## src/rtl/onewr_pkg.sv

```systemverilog
package onewr_pkg;

   typedef enum logic [2:0] {
      ST_IDLE,
      ST_CMD,
      ST_READ,
      ST_MATCH,
      ST_SB,
      ST_SC,
      ST_SD,
      ST_DONE
   } onewr_st_t;

   typedef enum logic [2:0] {
      ACT_NONE,
      ACT_READ,
      ACT_MATCH,
      ACT_SEARCH,
      ACT_SKIP,
      ACT_RESUME,
      ACT_FSKIP,
      ACT_FMATCH
   } onewr_act_t;

   localparam logic [7:0] CODE_READ   = 8'h33;
   localparam logic [7:0] CODE_MATCH  = 8'h55;
   localparam logic [7:0] CODE_SEARCH = 8'hF0;
   localparam logic [7:0] CODE_SKIP   = 8'hCC;
   localparam logic [7:0] CODE_RESUME = 8'hA5;
   localparam logic [7:0] CODE_FSKIP  = 8'h3C;
   localparam logic [7:0] CODE_FMATCH = 8'h69;

endpackage

```

## src/rtl/onewr_shifter.sv

```systemverilog
module onewr_shifter #(
   parameter int W = 8
) (
   input  logic         clk,
   input  logic         rst_n,
   input  logic         clr,
   input  logic         shift,
   input  logic         din,
   output logic [W-1:0] q_next,
   output logic         last
);
   localparam int CW = (W > 1) ? $clog2(W) : 1;

   logic [W-1:0]  q;
   logic [CW-1:0] cnt;

   // LSB-first assembly: newest bit enters at the top
   assign q_next = {din, q[W-1:1]};
   assign last   = (cnt == CW'(W - 1));

   always_ff @(posedge clk or negedge rst_n) begin
      if (!rst_n) begin
         q   <= '0;
         cnt <= '0;
      end else if (clr) begin
         cnt <= '0;
      end else if (shift) begin
         q   <= q_next;
         cnt <= last ? '0 : cnt + CW'(1);
      end
   end
endmodule

```

## src/rtl/onewr_decode.sv

```systemverilog
module onewr_decode
   import onewr_pkg::*;
#(
   parameter bit OD_EN = 1'b1
) (
   input  logic [7:0] code,
   output onewr_act_t act
);
   generate
      if (OD_EN) begin : g_fast
         always_comb begin
            case (code)
               CODE_READ:   act = ACT_READ;
               CODE_MATCH:  act = ACT_MATCH;
               CODE_SEARCH: act = ACT_SEARCH;
               CODE_SKIP:   act = ACT_SKIP;
               CODE_RESUME: act = ACT_RESUME;
               CODE_FSKIP:  act = ACT_FSKIP;
               CODE_FMATCH: act = ACT_FMATCH;
               default:     act = ACT_NONE;
            endcase
         end
      end else begin : g_std
         always_comb begin
            case (code)
               CODE_READ:   act = ACT_READ;
               CODE_MATCH:  act = ACT_MATCH;
               CODE_SEARCH: act = ACT_SEARCH;
               CODE_SKIP:   act = ACT_SKIP;
               CODE_RESUME: act = ACT_RESUME;
               default:     act = ACT_NONE;
            endcase
         end
      end
   endgenerate
endmodule

```

## src/rtl/onewr_idbit.sv

```systemverilog
module onewr_idbit #(
   parameter int              ID_W   = 64,
   parameter logic [ID_W-1:0] ROM_ID = '0,
   localparam int             IDX_W  = $clog2(ID_W)
) (
   input  logic [IDX_W-1:0] idx,
   output logic             bit_o,
   output logic             last
);
   assign bit_o = ROM_ID[idx];
   assign last  = (idx == IDX_W'(ID_W - 1));
endmodule

```

## src/rtl/onewr_rom_layer.sv

```systemverilog
module onewr_rom_layer
   import onewr_pkg::*;
#(
   parameter int              ID_W   = 64,
   parameter logic [ID_W-1:0] ROM_ID = 64'hC3A5_9617_0E4B_D228,
   parameter bit              OD_EN  = 1'b1
) (
   input  logic clk,
   input  logic rst_n,
   input  logic slot_stb,
   input  logic slot_bit,
   input  logic bus_rst,
   input  logic bus_rst_long,
   output logic tx_en,
   output logic tx_bit,
   output logic od_mode,
   output logic handoff
);
   localparam int IDX_W = $clog2(ID_W);
   localparam int CMD_W = 8;

   generate
      if ((ID_W % 8) != 0 || ID_W < 8) begin : g_bad_width
         $error("ID_W must be a positive multiple of 8");
      end
   endgenerate

   onewr_st_t        st;
   logic [IDX_W-1:0] idx;
   logic             rc;
   logic             od;
   logic             fast_pend;
   logic             ho_q;

   logic [CMD_W-1:0] cmd_next;
   logic             cmd_last;
   logic             cmd_shift;
   onewr_act_t       act;
   logic             id_bit;
   logic             id_last;

   assign cmd_shift = slot_stb && !bus_rst && (st == ST_CMD);

   onewr_shifter #(.W(CMD_W)) u_shift (
      .clk    (clk),
      .rst_n  (rst_n),
      .clr    (bus_rst),
      .shift  (cmd_shift),
      .din    (slot_bit),
      .q_next (cmd_next),
      .last   (cmd_last)
   );

   onewr_decode #(.OD_EN(OD_EN)) u_dec (
      .code (cmd_next),
      .act  (act)
   );

   onewr_idbit #(.ID_W(ID_W), .ROM_ID(ROM_ID)) u_id (
      .idx   (idx),
      .bit_o (id_bit),
      .last  (id_last)
   );

   always_ff @(posedge clk or negedge rst_n) begin
      if (!rst_n) begin
         st        <= ST_IDLE;
         idx       <= '0;
         rc        <= 1'b0;
         od        <= 1'b0;
         fast_pend <= 1'b0;
         ho_q      <= 1'b0;
      end else begin
         ho_q <= 1'b0;
         if (bus_rst) begin
            st  <= ST_CMD;
            idx <= '0;
            if (bus_rst_long) od <= 1'b0;
         end else if (slot_stb) begin
            case (st)
               ST_CMD: begin
                  if (cmd_last) begin
                     idx       <= '0;
                     fast_pend <= 1'b0;
                     case (act)
                        ACT_READ:   st <= ST_READ;
                        ACT_MATCH:  st <= ST_MATCH;
                        ACT_SEARCH: st <= ST_SB;
                        ACT_FMATCH: begin
                           st        <= ST_MATCH;
                           fast_pend <= 1'b1;
                        end
                        ACT_SKIP: begin
                           st   <= ST_DONE;
                           ho_q <= 1'b1;
                        end
                        ACT_RESUME: begin
                           st   <= rc ? ST_DONE : ST_IDLE;
                           ho_q <= rc;
                        end
                        ACT_FSKIP: begin
                           rc   <= 1'b0;
                           od   <= 1'b1;
                           st   <= ST_DONE;
                           ho_q <= 1'b1;
                        end
                        default: st <= ST_IDLE;
                     endcase
                  end
               end
               ST_READ: begin
                  if (id_last) begin
                     st   <= ST_DONE;
                     ho_q <= 1'b1;
                  end else begin
                     idx <= idx + IDX_W'(1);
                  end
               end
               ST_MATCH: begin
                  if (slot_bit != id_bit) begin
                     rc <= 1'b0;
                     st <= ST_IDLE;
                  end else if (id_last) begin
                     rc   <= 1'b1;
                     if (fast_pend) od <= 1'b1;
                     st   <= ST_DONE;
                     ho_q <= 1'b1;
                  end else begin
                     idx <= idx + IDX_W'(1);
                  end
               end
               ST_SB: st <= ST_SC;
               ST_SC: st <= ST_SD;
               ST_SD: begin
                  if (slot_bit != id_bit) begin
                     rc <= 1'b0;
                     st <= ST_IDLE;
                  end else if (id_last) begin
                     rc   <= 1'b1;
                     st   <= ST_DONE;
                     ho_q <= 1'b1;
                  end else begin
                     idx <= idx + IDX_W'(1);
                     st  <= ST_SB;
                  end
               end
               default: ;
            endcase
         end
      end
   end

   always_comb begin
      tx_en  = (st == ST_READ) || (st == ST_SB) || (st == ST_SC);
      tx_bit = 1'b1;
      if (tx_en) tx_bit = (st == ST_SC) ? ~id_bit : id_bit;
   end

   assign od_mode = od;
   assign handoff = ho_q;

endmodule

```

## config.mk

```make
export PLATFORM = sky130hd
export DESIGN_NAME = onewr_rom_layer
export DESIGN_NICKNAME = d
export VERILOG_FILES = /design/src/rtl/onewr_pkg.sv /design/src/rtl/onewr_shifter.sv /design/src/rtl/onewr_decode.sv /design/src/rtl/onewr_idbit.sv /design/src/rtl/onewr_rom_layer.sv
export SDC_FILE = /design/constraint.sdc
export NUM_CORES = 1
export LEC_CHECK = 0
export ABC_AREA = 1
export CORE_MARGIN = 3
export CORE_UTILIZATION = 53
export DETAILED_ROUTE_END_ITERATION = 8
export DONT_BUFFER_PORTS = 1
export PLACE_DENSITY = 0.81
export SYNTH_ARGS = -nofsm -noshare
export SYNTH_HDL_FRONTEND = slang
export SYNTH_HIERARCHICAL = 1
export SYNTH_SLANG_ARGS = --single-unit
```

## constraint.sdc

```tcl
create_clock -name clk -period 2.2 [get_ports clk]
set_input_delay 0.11 -clock clk [delete_from_list [all_inputs] [get_ports clk]]
set_output_delay 0.11 -clock clk [all_outputs]
set_load 0.05 [all_outputs]
```

# --- Word level (Yosys, flattened, before mapping) ---
# Memories as Yosys holds them, arrays and structs flattened.
# Cells that the tools add are included.
op_classes:
  order_cmp: 1
  bitwise: 2
  add_sub_neg: 2
  n_mul: 0
  n_eq_ne: 33
  shifts: 0
  n_reduce_logical: 20
  n_mux: 45
  div: 0
op_table:
  columns: ["cell", "n"]
  rows:
  - ["3-bit 2-to-1 mux", 10]
  - ["6-bit 2-to-1 mux", 5]
  - ["3-bit == test (second input constant)", 8]
  - ["8-bit == test (second input constant)", 3]
  - ["1-bit 2-to-1 mux", 21]
  - ["3-bit case mux with 7 select lines", 1]
  - ["3-bit case mux with 6 select lines", 1]
  - ["6-bit case mux with 3 select lines", 1]
  - ["8-bit by 6-bit == test with 1-bit output (second input constant)", 2]
  - ["8-bit by 7-bit == test with 1-bit output (second input constant)", 2]
  - ["3-bit case mux with 5 select lines", 1]
  - ["3-bit by 2-bit == test with 1-bit output (second input constant)", 4]
  - ["3-bit inequality test (second input constant)", 4]
  - ["4-bit AND reduction", 2]
  - ["8-bit AND reduction", 1]
  - ["6-bit by 7-bit < comparator with 1-bit output (second input constant)", 1]
  - ["7-bit nonzero test", 1]
  - ["6-bit by 1-bit adder with 6-bit output (second input constant)", 1]
  - ["3-bit by 1-bit == test with 1-bit output (second input constant)", 2]
  - ["6-bit == test (second input constant)", 1]
  - ["2-bit by 1-bit inequality test with 1-bit output (second input constant)", 3]
  - ["3-bit by 2-bit inequality test with 1-bit output (second input constant)", 2]
  - ["1-bit case mux with 2 select lines", 3]
  - ["6-bit AND reduction", 1]
  - ["15 further kinds", 22]
totals:
  mem_bits_rw: 0
  reg_bits: 24
  mem_count: 1
  latchBits: 0
  romBits: 64
  word_cells: 112
memory_table:
  columns: ["name", "depth", "width", "read_ports", "rd_clocked_by_memory_dff", "write_ports", "line", "rtl"]
  rows:
  - ["(no name shown)", 64, 1, 1, 0, 0, "onewr_idbit.sv:10", "assign bit_o = ROM_ID[idx];"]

# --- Longest topological paths before layout ---
depth:
  ltp_word: 9
  mapped_depth: 20
  depth_no_buf: 20

# --- Cells and area by module ---
# Netlist, hierarchy kept.
modules_own_cells:
  columns: ["mod", "cells_per_inst", "area_per_inst_um2", "n_inst"]
  rows:
  - ["onewr_rom_layer", 183, 1119.8, 1]
  - ["onewr_shifter", 50, 436.7, 1]
  - ["onewr_idbit", 48, 247.7, 1]
  - ["onewr_decode", 61, 241.5, 1]

# --- Worst setup path before layout ---
# Ideal clock, no wire load.
synth_path:
  kind: "register -> register"
  startpoint: "register idx[0]"
  endpoint: "register idx[0]"
  setup_ns: 0.118
  n_path_buf: 0
  path_slack_ns: 0.056
  arrival_ns: 2.027
  stages_incl_launch_ff: 21
  cell_sequence: "dfrtp_1 -> inv_1 -> ha_1 -> inv_1 -> nand2_1 -> nand3_1 -> nand2_1 -> nand2_1 -> nand2_1 -> nand2_1 -> nand2_1 -> inv_1 -> nand2_1 -> nand2_1 -> nor2_1 -> nand2_1 -> nand2_2 -> nor2_8 -> inv_2 -> nand2_1 -> nand2_1"
synth_via:
  elab_cells_between_ends: 12
  classes_between: "add/sub: 1; eq/ne: 3; mux: 6; reduce/logical: 1; memory: 1"
synth_lines:
  columns: ["element", "line", "rtl"]
  rows:
  - ["start: declaration", "onewr_rom_layer.sv:29", "logic [IDX_W-1:0] idx;"]
  - ["start signal: assignment", "onewr_rom_layer.sv:116", "idx <= idx + IDX_W'(1);"]
  - ["start signal: assignment", "onewr_rom_layer.sv:129", "idx <= idx + IDX_W'(1);"]
  - ["start signal: assignment", "onewr_rom_layer.sv:143", "idx <= idx + IDX_W'(1);"]
  - ["memory read 64 x 1 bit", null, null]
  - ["1-bit 2-to-1 mux (implied by the code)", "onewr_idbit.sv:10", null]
  - ["named net id_bit", "onewr_rom_layer.sv:39", "logic id_bit;"]
  - ["1-bit inequality test", "onewr_rom_layer.sv:120, onewr_rom_layer.sv:135", null]
  - ["3-bit inequality test (no line)", null, null]
  - ["4-bit AND reduction (no line)", null, null]
# The timed path passes the listed nets, and every way through them passes these cells. The select of a mux whose other input is x is not followed.
# A chain may end at the register's enable or synchronous reset.

# --- Final worst setup path ---
layout_path:
  startpoint: "register idx[0]"
  endpoint: "output port tx_bit"
layout_via:
  elab_chain_cells: 5
layout_lines:
  columns: ["element", "line", "rtl"]
  rows:
  - ["memory read 64 x 1 bit (*)", null, null]
  - ["1-bit 2-to-1 mux (implied by the code) (*)", "onewr_idbit.sv:10", null]
  - ["named net id_bit", "onewr_rom_layer.sv:39", null]
  - ["1-bit inverter", "onewr_rom_layer.sv:156", "if (tx_en) tx_bit = (st == ST_SC) ? ~id_bit : id_bit;"]
  - ["1-bit 2-to-1 mux (*) (2 in a row)", "onewr_rom_layer.sv:156", null]
  - ["end: declaration", "onewr_rom_layer.sv:15", "output logic tx_bit,"]
# Mark *: on every way through the listed nets, which the timed path passes. The rest lies on a longest branch. The select of a mux whose other input is x is not followed.

==> out/qor.txt <==
First-pass GRT wire length -> 8.217 mm
Largest net degree at the start of global routing -> 24
Synth cell count leaders -> 132 x nand2_1, 41 x inv_1, 41 x nand3_1
Residual DRC -> 0
Filler cells -> 339
Max clock buf depth -> 2
Most used cell, CP -> nand2_2
Yosys top cell area share -> 0.2813
Setup TNS -> 0 ns
Final setup vio count -> 0
Diode count -> 0
Max Fanout on Critical Path -> 11
Slowest cell on the critical path -> dfrtp_1
TritonCTS buffer count -> 3
CP startpoint kind -> flip-flop
Die Span Y -> 68.13 microns
Worst hold path class -> in2reg
Remaining global-route overflow -> 0
Overall Power -> 1922 uW
Distinct cells, synth -> 26
RSZ-0062 raised after global routing -> yes
WP data required -> 2.09 ns
Vias after detailed routing -> 2076
Achievable frequency -> 460.2 MHz
Share of cells above drive strength 1 -> 0.1927
Max H-tree Level -> 1
Inst Count DP -> 392
Top_reg_cell synth -> dfrtp_1
Clock Sinks -> 23
Overall routed net length -> 4.803 mm
Final antenna-violating net count -> 0
Cell chain of the critical path -> buf_6, ha_1, nand2_1, nand3_1, nand2_2, nand2_2, nand2_2, nand2_2, nand2_2, buf_4, nand2_1, nand3_1, buf_4
Fraction of registers with async set or reset after synthesis -> 1.000
Final net count -> 374
Setup ws final -> 0.02700 ns
Largest cells by area after synthesis -> dfrtp_1 28%, nand2_1 24%, nand3_1 10%
Worst EP arrival -> 2.06 ns
Area of the multi-input gates -> 1300 sq um
Initial antenna violation count -> 0
Row Count -> 21
Slowest Stage Delay on Critical Path -> 0.41 ns
CP endpoint kind -> primary output
Average instance area after synthesis -> 5.982 sq um
Period minus WS final -> 2.173 ns
VDD IR max -> 0.0003963 V
DP Worst Slack -> 0.01369 ns
TritonCTS clock tree -> built
Switching power -> 942.2 uW
Part of the power in the clock network -> 0.136
Max-Cap Viols -> 0
Starting Density -> 0.5810
Syn Inst Count -> 342
Cell Pwr Density -> 824.5 nW/um^2
P_int -> 979.6 uW
Hold Vio Cnt, Final -> 0
Yosys reg bits -> 23
Clock latency at the later pin of the worst-skew pair -> 0.26 ns
Slew @ Worst Pin -> 1.098 ns
Count leader, synth -> nand2_1
Critical path class -> reg2out
Cell Count, Final, Fillers Out -> 404
Status -> completed
Reg clk slew, reported paths -> 0.08 ns
1st-pass router iterations -> 4
Root buf cell -> clkbuf_8
Static leakage -> 0.001241 uW
Syn nets -> 357
Reg power frac -> 0.352
Die span in x -> 68.13 microns
Register area share after synthesis -> 0.2813
DP HPWL -> 3.443 mm
Synth warn -> 6
Final worst path period share -> 0.9877
Drt via density -> 5.139
Gpl congestion -> 0.9682
DR WL/cell -> 11.89 microns
Post-synth EDFFs -> 0
GRT Overall Usage -> 0.2306
Core area -> 3521 sq um
Gate power share -> 0.512
WHS -> 0.01284 ns
Max Slew Vio Count -> 0
Initial drt markers -> 183
Vias in the first global route -> 1871
Slew HR -> 0.2653
Die Footprint -> 4641 sq um
Clk_skew -> 0.008123 ns
Number of I/O pins -> 10
Synth area leader -> dfrtp_1
Register area -> 576.8 sq um
Port-buffer cells -> 0
Mapped Area -> 2046 sq um
Sw frac -> 0.4903
Synthesis-to-finish area growth -> 13.95%
==> power groups by stage <==
stage               Clock (uW)  Sequential [uW]  Combinational (uW)
floorplan                    0              622                 766
global placement             0              676                 873
detailed placement           0              680                 888
CTS                        273              673                 905
global route               293              699                1120
finish                     261              676                 984
==> cells by family (layout without fill, tap and decap cells) <==
group | after synthesis | in the layout | synth area share
buf+inv | 59 | 75 | 0.1162
fa+ha+maj | 9 | 9 | 0.05505
flops | 23 | 23 | 0.2813
compound gates | 15 | 15 | 0.04220
simple gates | 236 | 236 | 0.5052
==> registers in the layout, summed over array words and instances, names as in the netlist <==
signal / cells
fast_pend: 1
handoff: 1
idx: 6
od_mode: 1
rc: 1
st: 3
u_shift/cnt: 3
u_shift/q: 7
==> final timing paths <==
kind / startpoint / to / slack (ns) / cells past startpoint
max: idx[0]$_DFFE_PN0P_ / tx_bit / 0.03 / 13
min reg2reg: u_shift/cnt[2]$_DFFE_PN0P_ / u_shift/cnt[2]$_DFFE_PN0P_ / 0.48 / 2
min: bus_rst / idx[3]$_DFFE_PN0P_ / 0.01 / 3
min in group asynchronous: rst_n / st[1]$_DFFE_PN0P_ / 0.49 / 1
max in group asynchronous: rst_n / idx[1]$_DFFE_PN0P_ / 0.97 / 1
max reg2reg: idx[0]$_DFFE_PN0P_ / idx[1]$_DFFE_PN0P_ / 0.03 / 19
==> cell usage in the layout, fill, tap and decap left out, types with 2 or more instances in the layout <==
| cell | instances |
|---|---|
| buf_4 | 11 |
| buf_6 | 3 |
| clkbuf_8 | 3 |
| clkinv_1 | 2 |
| dfrtp_1 | 22 |
| dlygate4sd3_1 | 3 |
| ha_1 | 8 |
| inv_1 | 37 |
| inv_2 | 14 |
| nand2_1 | 116 |
| nand2_2 | 18 |
| nand2_4 | 3 |
| nand3_1 | 39 |
| nand3_2 | 4 |
| nand4_1 | 5 |
| nor2_1 | 39 |
| nor2_2 | 5 |
| nor3_1 | 2 |
| o211ai_1 | 2 |
| o21ai_0 | 6 |
| o21ai_1 | 4 |
| or2_2 | 2 |
==> cell type report <==
| cell class | instances | share of cell area |
|---|---|---|
| multi-input combinational | 260 | 0.5577 |
| sequential | 23 | 0.2474 |
| timing repair buffer | 17 | 0.06280 |
| inverter | 54 | 0.08803 |
| tap | 46 | 0.02469 |
| clock buffer | 4 | 0.01932 |
==> critical path: cells and delay by family, from the launching register on <==
family,cells,cell delay [ns]
simple gates,9,0.70
buf+inv,3,0.48
flops,1,0.41
fa+ha+maj,1,0.21
==> layer usage <==
layer  vias up  part of all wire  GRT usage
li1       1088                 -          -
met4         0             0.018    0.06700
met2        59              0.48     0.3899
met5         -                 0          0
met3        11             0.052    0.03120
met1       918              0.45     0.3055
==> metrics by stage <==
| step | util | instance area, sq um |
|---|---|---|
| after detailed placement | 0.6066 | 2136 |
| final | 0.6620 | 2331 |
| after global routing | 0.6620 | 2331 |
| after global placement | 0.6066 | 2136 |
| after floorplan | - | 2046 |
| after CTS | 0.6286 | 2213 |
==> what timing repair did <==
action | 4_1_cts | 5_1_grt
hold endpoints to repair | 29 | 0
buffers inserted | 0 | 5
hold buffers | 3 | 0
setup endpoints to repair | 5 | 12
pin swaps | 0 | 13
gates resized for setup | 1 | 28
Power figures use the tool's default switching activity.
